**src/rtl/sdi_tx_pkg.sv**
```systemverilog
package sdi_tx_pkg;

    // Default geometry of the link word and the scrambler taps
    localparam int DEF_WORD_W   = 10;
    localparam int DEF_NARROW_W = 8;
    localparam int DEF_TAP_NEAR = 5;
    localparam int DEF_TAP_FAR  = 9;

    // Line level after one bit period of transition coding
    function automatic logic nrzi_step(input logic level, input logic bit_in);
        return level ^ bit_in;
    endfunction

    // Scrambled bit from the data bit and two history taps
    function automatic logic scramble_bit(input logic d, input logic near_tap,
                                          input logic far_tap);
        return d ^ near_tap ^ far_tap;
    endfunction

endpackage

```
**src/rtl/sdi_word_pad.sv**
```systemverilog
module sdi_word_pad
    import sdi_tx_pkg::*;
#(
    parameter int WORD_W   = DEF_WORD_W,
    parameter int NARROW_W = DEF_NARROW_W
) (
    input  logic [WORD_W-1:0] din,
    input  logic              narrow,
    output logic [WORD_W-1:0] dout
);
    localparam int PAD_W = WORD_W - NARROW_W;

    generate
        if (PAD_W <= 0) begin : g_no_pad
            // A narrow sample already fills the word: nothing to pad
            logic unused_narrow;
            assign unused_narrow = narrow;
            assign dout = din;
        end else begin : g_pad
            logic [NARROW_W-1:0] sample;
            assign sample = din[WORD_W-1 -: NARROW_W];
            always_comb begin
                if (!narrow) begin
                    dout = din;
                end else if (&sample) begin
                    // Timing-reference ones word is widened to all ones
                    dout = '1;
                end else begin
                    dout = {sample, {PAD_W{1'b0}}};
                end
            end
        end
    endgenerate
endmodule

```
**src/rtl/sdi_serializer.sv**
```systemverilog
module sdi_serializer
    import sdi_tx_pkg::*;
#(
    parameter int WORD_W = DEF_WORD_W
) (
    input  logic              clk,
    input  logic              rst,
    input  logic              load,
    input  logic [WORD_W-1:0] din,
    output logic              ser_bit
);
    localparam int CNT_W = $clog2(WORD_W + 1);

    typedef struct packed {
        logic [WORD_W-1:0] shreg;
        logic [CNT_W-1:0]  left;
    } ser_state_t;

    ser_state_t st_q, st_d;

    always_comb begin
        st_d = st_q;
        if (load) begin
            st_d.shreg = din;
            st_d.left  = CNT_W'(WORD_W);
        end else begin
            st_d.shreg = st_q.shreg >> 1;
            if (st_q.left != '0) begin
                st_d.left = st_q.left - 1'b1;
            end
        end
    end

    always_ff @(posedge clk) begin
        if (rst) begin
            st_q <= '0;
        end else begin
            st_q <= st_d;
        end
    end

    assign ser_bit = st_q.shreg[0];

    // A new word may only arrive once the last bit of the previous one is on the line
    assert_load_on_boundary_R3: assert property (@(posedge clk) disable iff (rst)
        load |-> (st_q.left <= CNT_W'(1)));

endmodule

```
**src/rtl/sdi_scrambler.sv**
```systemverilog
module sdi_scrambler
    import sdi_tx_pkg::*;
#(
    parameter int TAP_NEAR = DEF_TAP_NEAR,
    parameter int TAP_FAR  = DEF_TAP_FAR
) (
    input  logic clk,
    input  logic rst,
    input  logic din,
    output logic dout
);
    // hist[k] holds the scrambled bit from k+1 periods ago
    logic [TAP_FAR-1:0] hist;

    generate
        if (TAP_FAR < 2 || TAP_NEAR < 1 || TAP_NEAR >= TAP_FAR) begin : g_bad_taps
            initial $error("sdi_scrambler: taps must satisfy 1 <= near < far, far >= 2");
        end
    endgenerate

    assign dout = scramble_bit(din, hist[TAP_NEAR-1], hist[TAP_FAR-1]);

    always_ff @(posedge clk) begin
        if (rst) begin
            hist <= '0;
        end else begin
            hist <= {hist[TAP_FAR-2:0], dout};
        end
    end
endmodule

```
**src/rtl/sdi_nrzi.sv**
```systemverilog
module sdi_nrzi
    import sdi_tx_pkg::*;
(
    input  logic clk,
    input  logic rst,
    input  logic din,
    output logic level
);
    always_ff @(posedge clk) begin
        if (rst) begin
            level <= 1'b0;
        end else begin
            level <= nrzi_step(level, din);
        end
    end
endmodule

```
**src/rtl/sdi_tx_encoder.sv**
```systemverilog
module sdi_tx_encoder
    import sdi_tx_pkg::*;
#(
    parameter int WORD_W   = DEF_WORD_W,
    parameter int NARROW_W = DEF_NARROW_W,
    parameter int TAP_NEAR = DEF_TAP_NEAR,
    parameter int TAP_FAR  = DEF_TAP_FAR
) (
    input  logic              clk,
    input  logic              rst,
    input  logic [WORD_W-1:0] word_in,
    input  logic              word_valid,
    input  logic              narrow_mode,
    output logic              serial_out
);
    logic [WORD_W-1:0] padded;
    logic              ser_bit;
    logic              scr_bit;

    sdi_word_pad #(.WORD_W(WORD_W), .NARROW_W(NARROW_W)) u_pad (
        .din    (word_in),
        .narrow (narrow_mode),
        .dout   (padded)
    );

    sdi_serializer #(.WORD_W(WORD_W)) u_ser (
        .clk     (clk),
        .rst     (rst),
        .load    (word_valid),
        .din     (padded),
        .ser_bit (ser_bit)
    );

    sdi_scrambler #(.TAP_NEAR(TAP_NEAR), .TAP_FAR(TAP_FAR)) u_scr (
        .clk  (clk),
        .rst  (rst),
        .din  (ser_bit),
        .dout (scr_bit)
    );

    sdi_nrzi u_nrzi (
        .clk   (clk),
        .rst   (rst),
        .din   (scr_bit),
        .level (serial_out)
    );

    // Reset drives the line low
    assert_reset_low_R1: assert property (@(posedge clk)
        rst |=> !serial_out);

    // The first bit on the serializer after a capture is the padded LSB
    assert_lsb_first_R2: assert property (@(posedge clk) disable iff (rst)
        ($past(word_valid) && !$past(rst)) |-> (ser_bit == $past(padded[0])));

    // A line change happens exactly when the scrambled bit was one
    assert_transition_R5: assert property (@(posedge clk) disable iff (rst)
        !$past(rst) |-> ((serial_out ^ $past(serial_out)) == $past(scr_bit)));

    // A narrow sample that is not all ones starts with a zero pad bit
    assert_narrow_pad_R6: assert property (@(posedge clk) disable iff (rst)
        ($past(word_valid) && !$past(rst) && $past(narrow_mode)
         && ($past(word_in[WORD_W-1 -: NARROW_W]) != '1)) |-> !ser_bit);

endmodule

```
**config.mk**
```make
export PLATFORM = sky130hd
export DESIGN_NAME = sdi_tx_encoder
export DESIGN_NICKNAME = d
export VERILOG_FILES = /design/src/rtl/sdi_tx_pkg.sv /design/src/rtl/sdi_word_pad.sv /design/src/rtl/sdi_serializer.sv /design/src/rtl/sdi_scrambler.sv /design/src/rtl/sdi_nrzi.sv /design/src/rtl/sdi_tx_encoder.sv
export SDC_FILE = /design/constraint.sdc
export NUM_CORES = 1
export LEC_CHECK = 0
export ABC_AREA = 1
export BUFFER_PORTS_ARGS = -buffer_cell sky130_fd_sc_hd__clkbuf_2
export CORE_ASPECT_RATIO = 1.1
export CORE_MARGIN = 2
export CORE_UTILIZATION = 50
export DETAILED_ROUTE_END_ITERATION = 10
export GPL_ROUTABILITY_DRIVEN = 0
export PLACE_DENSITY = 0.79
export SKIP_LAST_GASP = 1
export SLEW_MARGIN = 20
export SYNTH_ARGS = -nofsm -noshare
export SYNTH_HDL_FRONTEND = slang
export SYNTH_SLANG_ARGS = --single-unit
```
**constraint.sdc**
```tcl
create_clock -name clk -period 1.1 [get_ports clk]
set_clock_uncertainty 0.05 [all_clocks]
set_input_delay 0.275 -clock clk [delete_from_list [all_inputs] [get_ports clk]]
set_output_delay 0.275 -clock clk [all_outputs]
set_load 0.02 [all_outputs]
```
# [Word level (Yosys, flattened, before mapping)]
# Cells that the tools add are included.
[word_totals] inputBits=14 regBits=24
[classes] n_bitwise=4 n_mux=4 n_reduce_logical=5 add_sub_neg=1
[ops] cell="10-bit 2-to-1 mux" count=2
[ops] cell="13-bit 2-to-1 mux" count=1
[ops] cell="8-bit AND reduction" count=1
[ops] cell="4-bit 2-to-1 mux" count=1
[ops] cell="4-bit nonzero test" count=1
[ops] cell="2-bit OR reduction" count=2
[ops] cell="4-bit by 1-bit subtractor with 4-bit output (second input constant)" count=1
[ops] cell="1-bit XOR" count=3
[ops] cell="2-bit nonzero test" count=1
[ops] cell="1-bit NOT" count=1

# [Depth between registers and ports, before layout]
[depth] depth_word=4 ltp_mapped=7 depth_no_buf=7

# [By module]
# From an unflattened synthesis, not the netlist that was laid out.
[unflattened] hier_cells=124 hier_area_um2=825.8
[by_module_without_submodules] module="sdi_serializer" area_each_um2=411.6 cells_each=60 instances=1
[by_module_without_submodules] module="sdi_scrambler" area_each_um2=291.5 cells_each=36 instances=1
[by_module_without_submodules] module="sdi_word_pad" area_each_um2=83.8 cells_each=22 instances=1
[by_module_without_submodules] module="sdi_nrzi" area_each_um2=38.8 cells_each=6 instances=1

# [Worst setup path after synthesis]
# Ideal clock, no wire load.
[synth_timing] kind="reg2reg" start="register u_scr.hist[8]" end="register u_nrzi.level" arrival_ns=0.693 path_stages_with_launch=8 setup_time_ns=0.113 period_less_slack_ns=0.856 setup_slack_ns=0.244 path_buffers=0 cell_sequence="dfxtp_1 inv_1 nand2_1 nand2_1 nand2_1 nand2_1 nor2_1 nor2_1"
[synth_via] elab_chain_len=2
[synth_lines] item="start, declared" line="sdi_scrambler.sv:13" rtl="logic [TAP_FAR-1:0] hist;"
[synth_lines] item="start signal, assigned" line="sdi_scrambler.sv:27" rtl="hist <= {hist[TAP_FAR-2:0], dout};"
[synth_lines] item="1-bit XOR" line="sdi_tx_pkg.sv:17" rtl="return d ^ near_tap ^ far_tap;"
[synth_lines] item="1-bit XOR" line="sdi_tx_pkg.sv:11" rtl="return level ^ bit_in;"
[synth_lines] item="end signal, assigned" line="sdi_nrzi.sv:13" rtl="level <= nrzi_step(level, din);"
[synth_lines] item="end, declared" line="sdi_nrzi.sv:7" rtl="output logic level"
# Every way passes these cells.
# A chain may end at the register's enable or synchronous reset.

# [Final worst setup path]
[layout_timing] start="register u_nrzi.level" end="output serial_out"
[layout_lines] item="end, declared" line="sdi_tx_encoder.sv:14" rtl="output logic serial_out"
# No word-level cell between the ends.

==> qor.yml <==
final_layout:
  final_design_area_no_fill_um2: 865
  insertedDiodeCount: 0
  nNetsFinal: 128
  layout_common_cells: "27 x sky130_fd_sc_hd__nor2_1, 19 x sky130_fd_sc_hd__dfxtp_1, 14 x sky130_fd_sc_hd__nand2_1, 14 x sky130_fd_sc_hd__inv_1, 13 x sky130_fd_sc_hd__clkbuf_2"
  fraction_of_final_layout_cells_sized_beyond_drive_strength_1_pct: 18.6
  layout.area.seq_um2: 402
  area_growth_syn_to_fin_pct: 20.2
  postLayoutCoreUtil_pct: 64.1
  filler_cell_count: 123
  layout_commonest_cell: "sky130_fd_sc_hd__nor2_1"
  multi_input_comb_area_um2: 246
  final_cell_count_without_fillers: 129
logic_synthesis:
  register_bit_count_reported_by_yosys: 20
  synth_area_per_inst_um2: 7.49
  syn_inst: 96
  post_synth_instance_area_um2: 719
  synth_top_cell_by_area: "sky130_fd_sc_hd__dfxtp_1"
  synth_largest_type_area_fraction_pct: 55.7
  synth.distinct_cells: 12
  syn-num-nets: 110
  ys.warnings.count: 0
  yosysSeqAreaShare_pct: 55.7
  top_area_cells_in_the_synthesized_netlist: "sky130_fd_sc_hd__dfxtp_1 56%, sky130_fd_sc_hd__nor2_1 14%, sky130_fd_sc_hd__inv_1 7.3%"
timing:
  max_freq_mhz: 925
  finalCritPeriodShare_pct: 98.2
  max_slew.worst_pin.slew_ns: 0.246
  final.min_clock_period_ns: 1.08
  hold_viol: 0
  whs_ns: 0.150
  final-max-slew-violation-count: 0
  fin_tns_setup_ns: 0
  relSlewSlack_pct: 83.6
  rsz0062_at_grt: "yes"
  timing.final.ws_setup_ns: 0.0193
  timing.final.setup_violations: 0
job:
  timing.max_cap.violations: 0
clocking:
  clock_latency_ns: 0.29
  tritoncts: "yes"
  clk_pin_slew_worst_paths_ns: 0.11
  clockBufferDepth: 2
  number_of_sinks_handled_by_clock_tree_synthesis: 20
  cts_post_setup_buffers_inserted: 0
  holdBufCountCts: 0
  cts_htree_levels: 1
  cts_buffers: 3
  clk_root_buffer_cell: "sky130_fd_sc_hd__clkbuf_4"
pwr:
  powerDensity_nw_per_um2: 1690
  p_leak_nw: 0.405
  fin_total_pwr_mw: 1.46
  max-vdd-ir-drop_mv: 0.982
die:
  initial_utilization_pct: 53.3
  core_region_area_um2: 1350
  floorplan.io_pins: 15
  std_cell_rows: 14
  dieHeight_um: 43.8
  die_w_um: 40.2
  fp.dieArea_um2: 1760
worst_setup_path:
  worst_setup_path_end_kind: "output pin"
  crit_fanout: 2
  delay_contributed_by_the_slowest_stage_of_the_critical_path_ns: 0.34
  worstPathBufferInverterCount: 1
  start_kind: "register"
  critical_path_required_ns: 0.77
  class_of_the_most_critical_setup_path: "register to output pin"
  crit_chain: "buf_8"
  worstPathArrival_ns: 0.76
  worst_path_dominant_cell_family: "flip-flops"
  slowest_stage: "sky130_fd_sc_hd__dfxtp_2"
placement:
  placed_area_um2: 801
  hpwl_mm: 1.04
  place_inst: 125
  io_buffers: 14
  placement.setup.worst_slack_ns: 0.122
route:
  routed_wl_mm: 1.33
  first_drt_iteration_drcs: 4
  drc: 0
  wl_per_cell_um: 10.3
  detailedRoute.firstPassIterationCount: 4
  route.detailed.vias_per_inst: 4.77
  antenna_left: 0
  routed-via-count: 615
min_path:
  min_path_type: "input port to register"
grt:
  grt_pass1_vias: 603
  grt_start_max_net_pins: 13
  grt_use_total_pct: 19.0
  grt_overflow_total: 0
  grt_pass1_wl_mm: 2.28
  antenna_found_initial: 0
status:
  outcome: "complete, no violations"
-- cells by family after synthesis --
kind of cell / after synthesis / synth area share, %
AO/OA/AOI/OAI: 13 / 9.04
flip-flops: 20 / 55.7
AND/OR/NAND/NOR: 46 / 25.2
buffers and inverters: 17 / 10.1
-- timing repair --
item	4_1_cts	5_1_grt
endpoints found under the hold margin	0	0
setup endpoints to repair	1	1
cloned	0	0
gates resized for setup	3	1
-- routing by layer --
layer	track usage (%)	part of all wire, %	vias to the layer above
met4	10.3	0.68	0
met5	0	0	-
met1	20.1	43	280
met2	33.5	52	9
met3	3.59	3.7	2
li1	-	-	324
-- synthesized netlist by cell type --
master and number:
sky130_fd_sc_hd__a21oi_1 4, sky130_fd_sc_hd__buf_2 1, sky130_fd_sc_hd__buf_6 1, sky130_fd_sc_hd__dfxtp_1 20, sky130_fd_sc_hd__inv_1 14, sky130_fd_sc_hd__inv_2 1
sky130_fd_sc_hd__nand2_1 14, sky130_fd_sc_hd__nand3_1 3, sky130_fd_sc_hd__nand3b_1 1, sky130_fd_sc_hd__nor2_1 27, sky130_fd_sc_hd__nor3_1 1, sky130_fd_sc_hd__o21ai_0 9
-- sequential cells by signal (all words and copies together), names as in the netlist --
name / cells
u_scr.hist: 9
u_ser.st_q: 9
u_nrzi.level: 1
u_ser.ser_bit: 1
-- power breakdown --
part / total [mW] / internal (mW) / switching (mW)
combinational: 0.120 / 0.0519 / 0.0680
sequential: 0.766 / 0.755 / 0.0107
clock: 0.579 / 0.368 / 0.211
-- final cells by class --
cell class	count	share of cell area (%)
inverters	15	6.51
multi-input cells	59	28.5
clock inverters	1	3.47
clock buffers	3	2.60
well taps	16	2.32
repair buffers	15	10.1
flip-flops and latches	20	46.5
-- path summary, 6_finish.rpt --
check,from,end,slack [ns],depth (start not counted)
setup reg to reg,u_scr.hist[8]$_SDFF_PP0_,u_nrzi.level$_SDFF_PP0_,0.12,7
hold reg to reg,u_scr.hist[5]$_SDFF_PP0_,u_scr.hist[6]$_SDFF_PP0_,0.36,2
setup / recovery,u_nrzi.level$_SDFF_PP0_,serial_out,0.02,1
hold / removal,word_in[9],u_ser.st_q[13]$_SDFF_PP0_,0.15,3
Note: power is estimated with default switching activity, not from simulation.
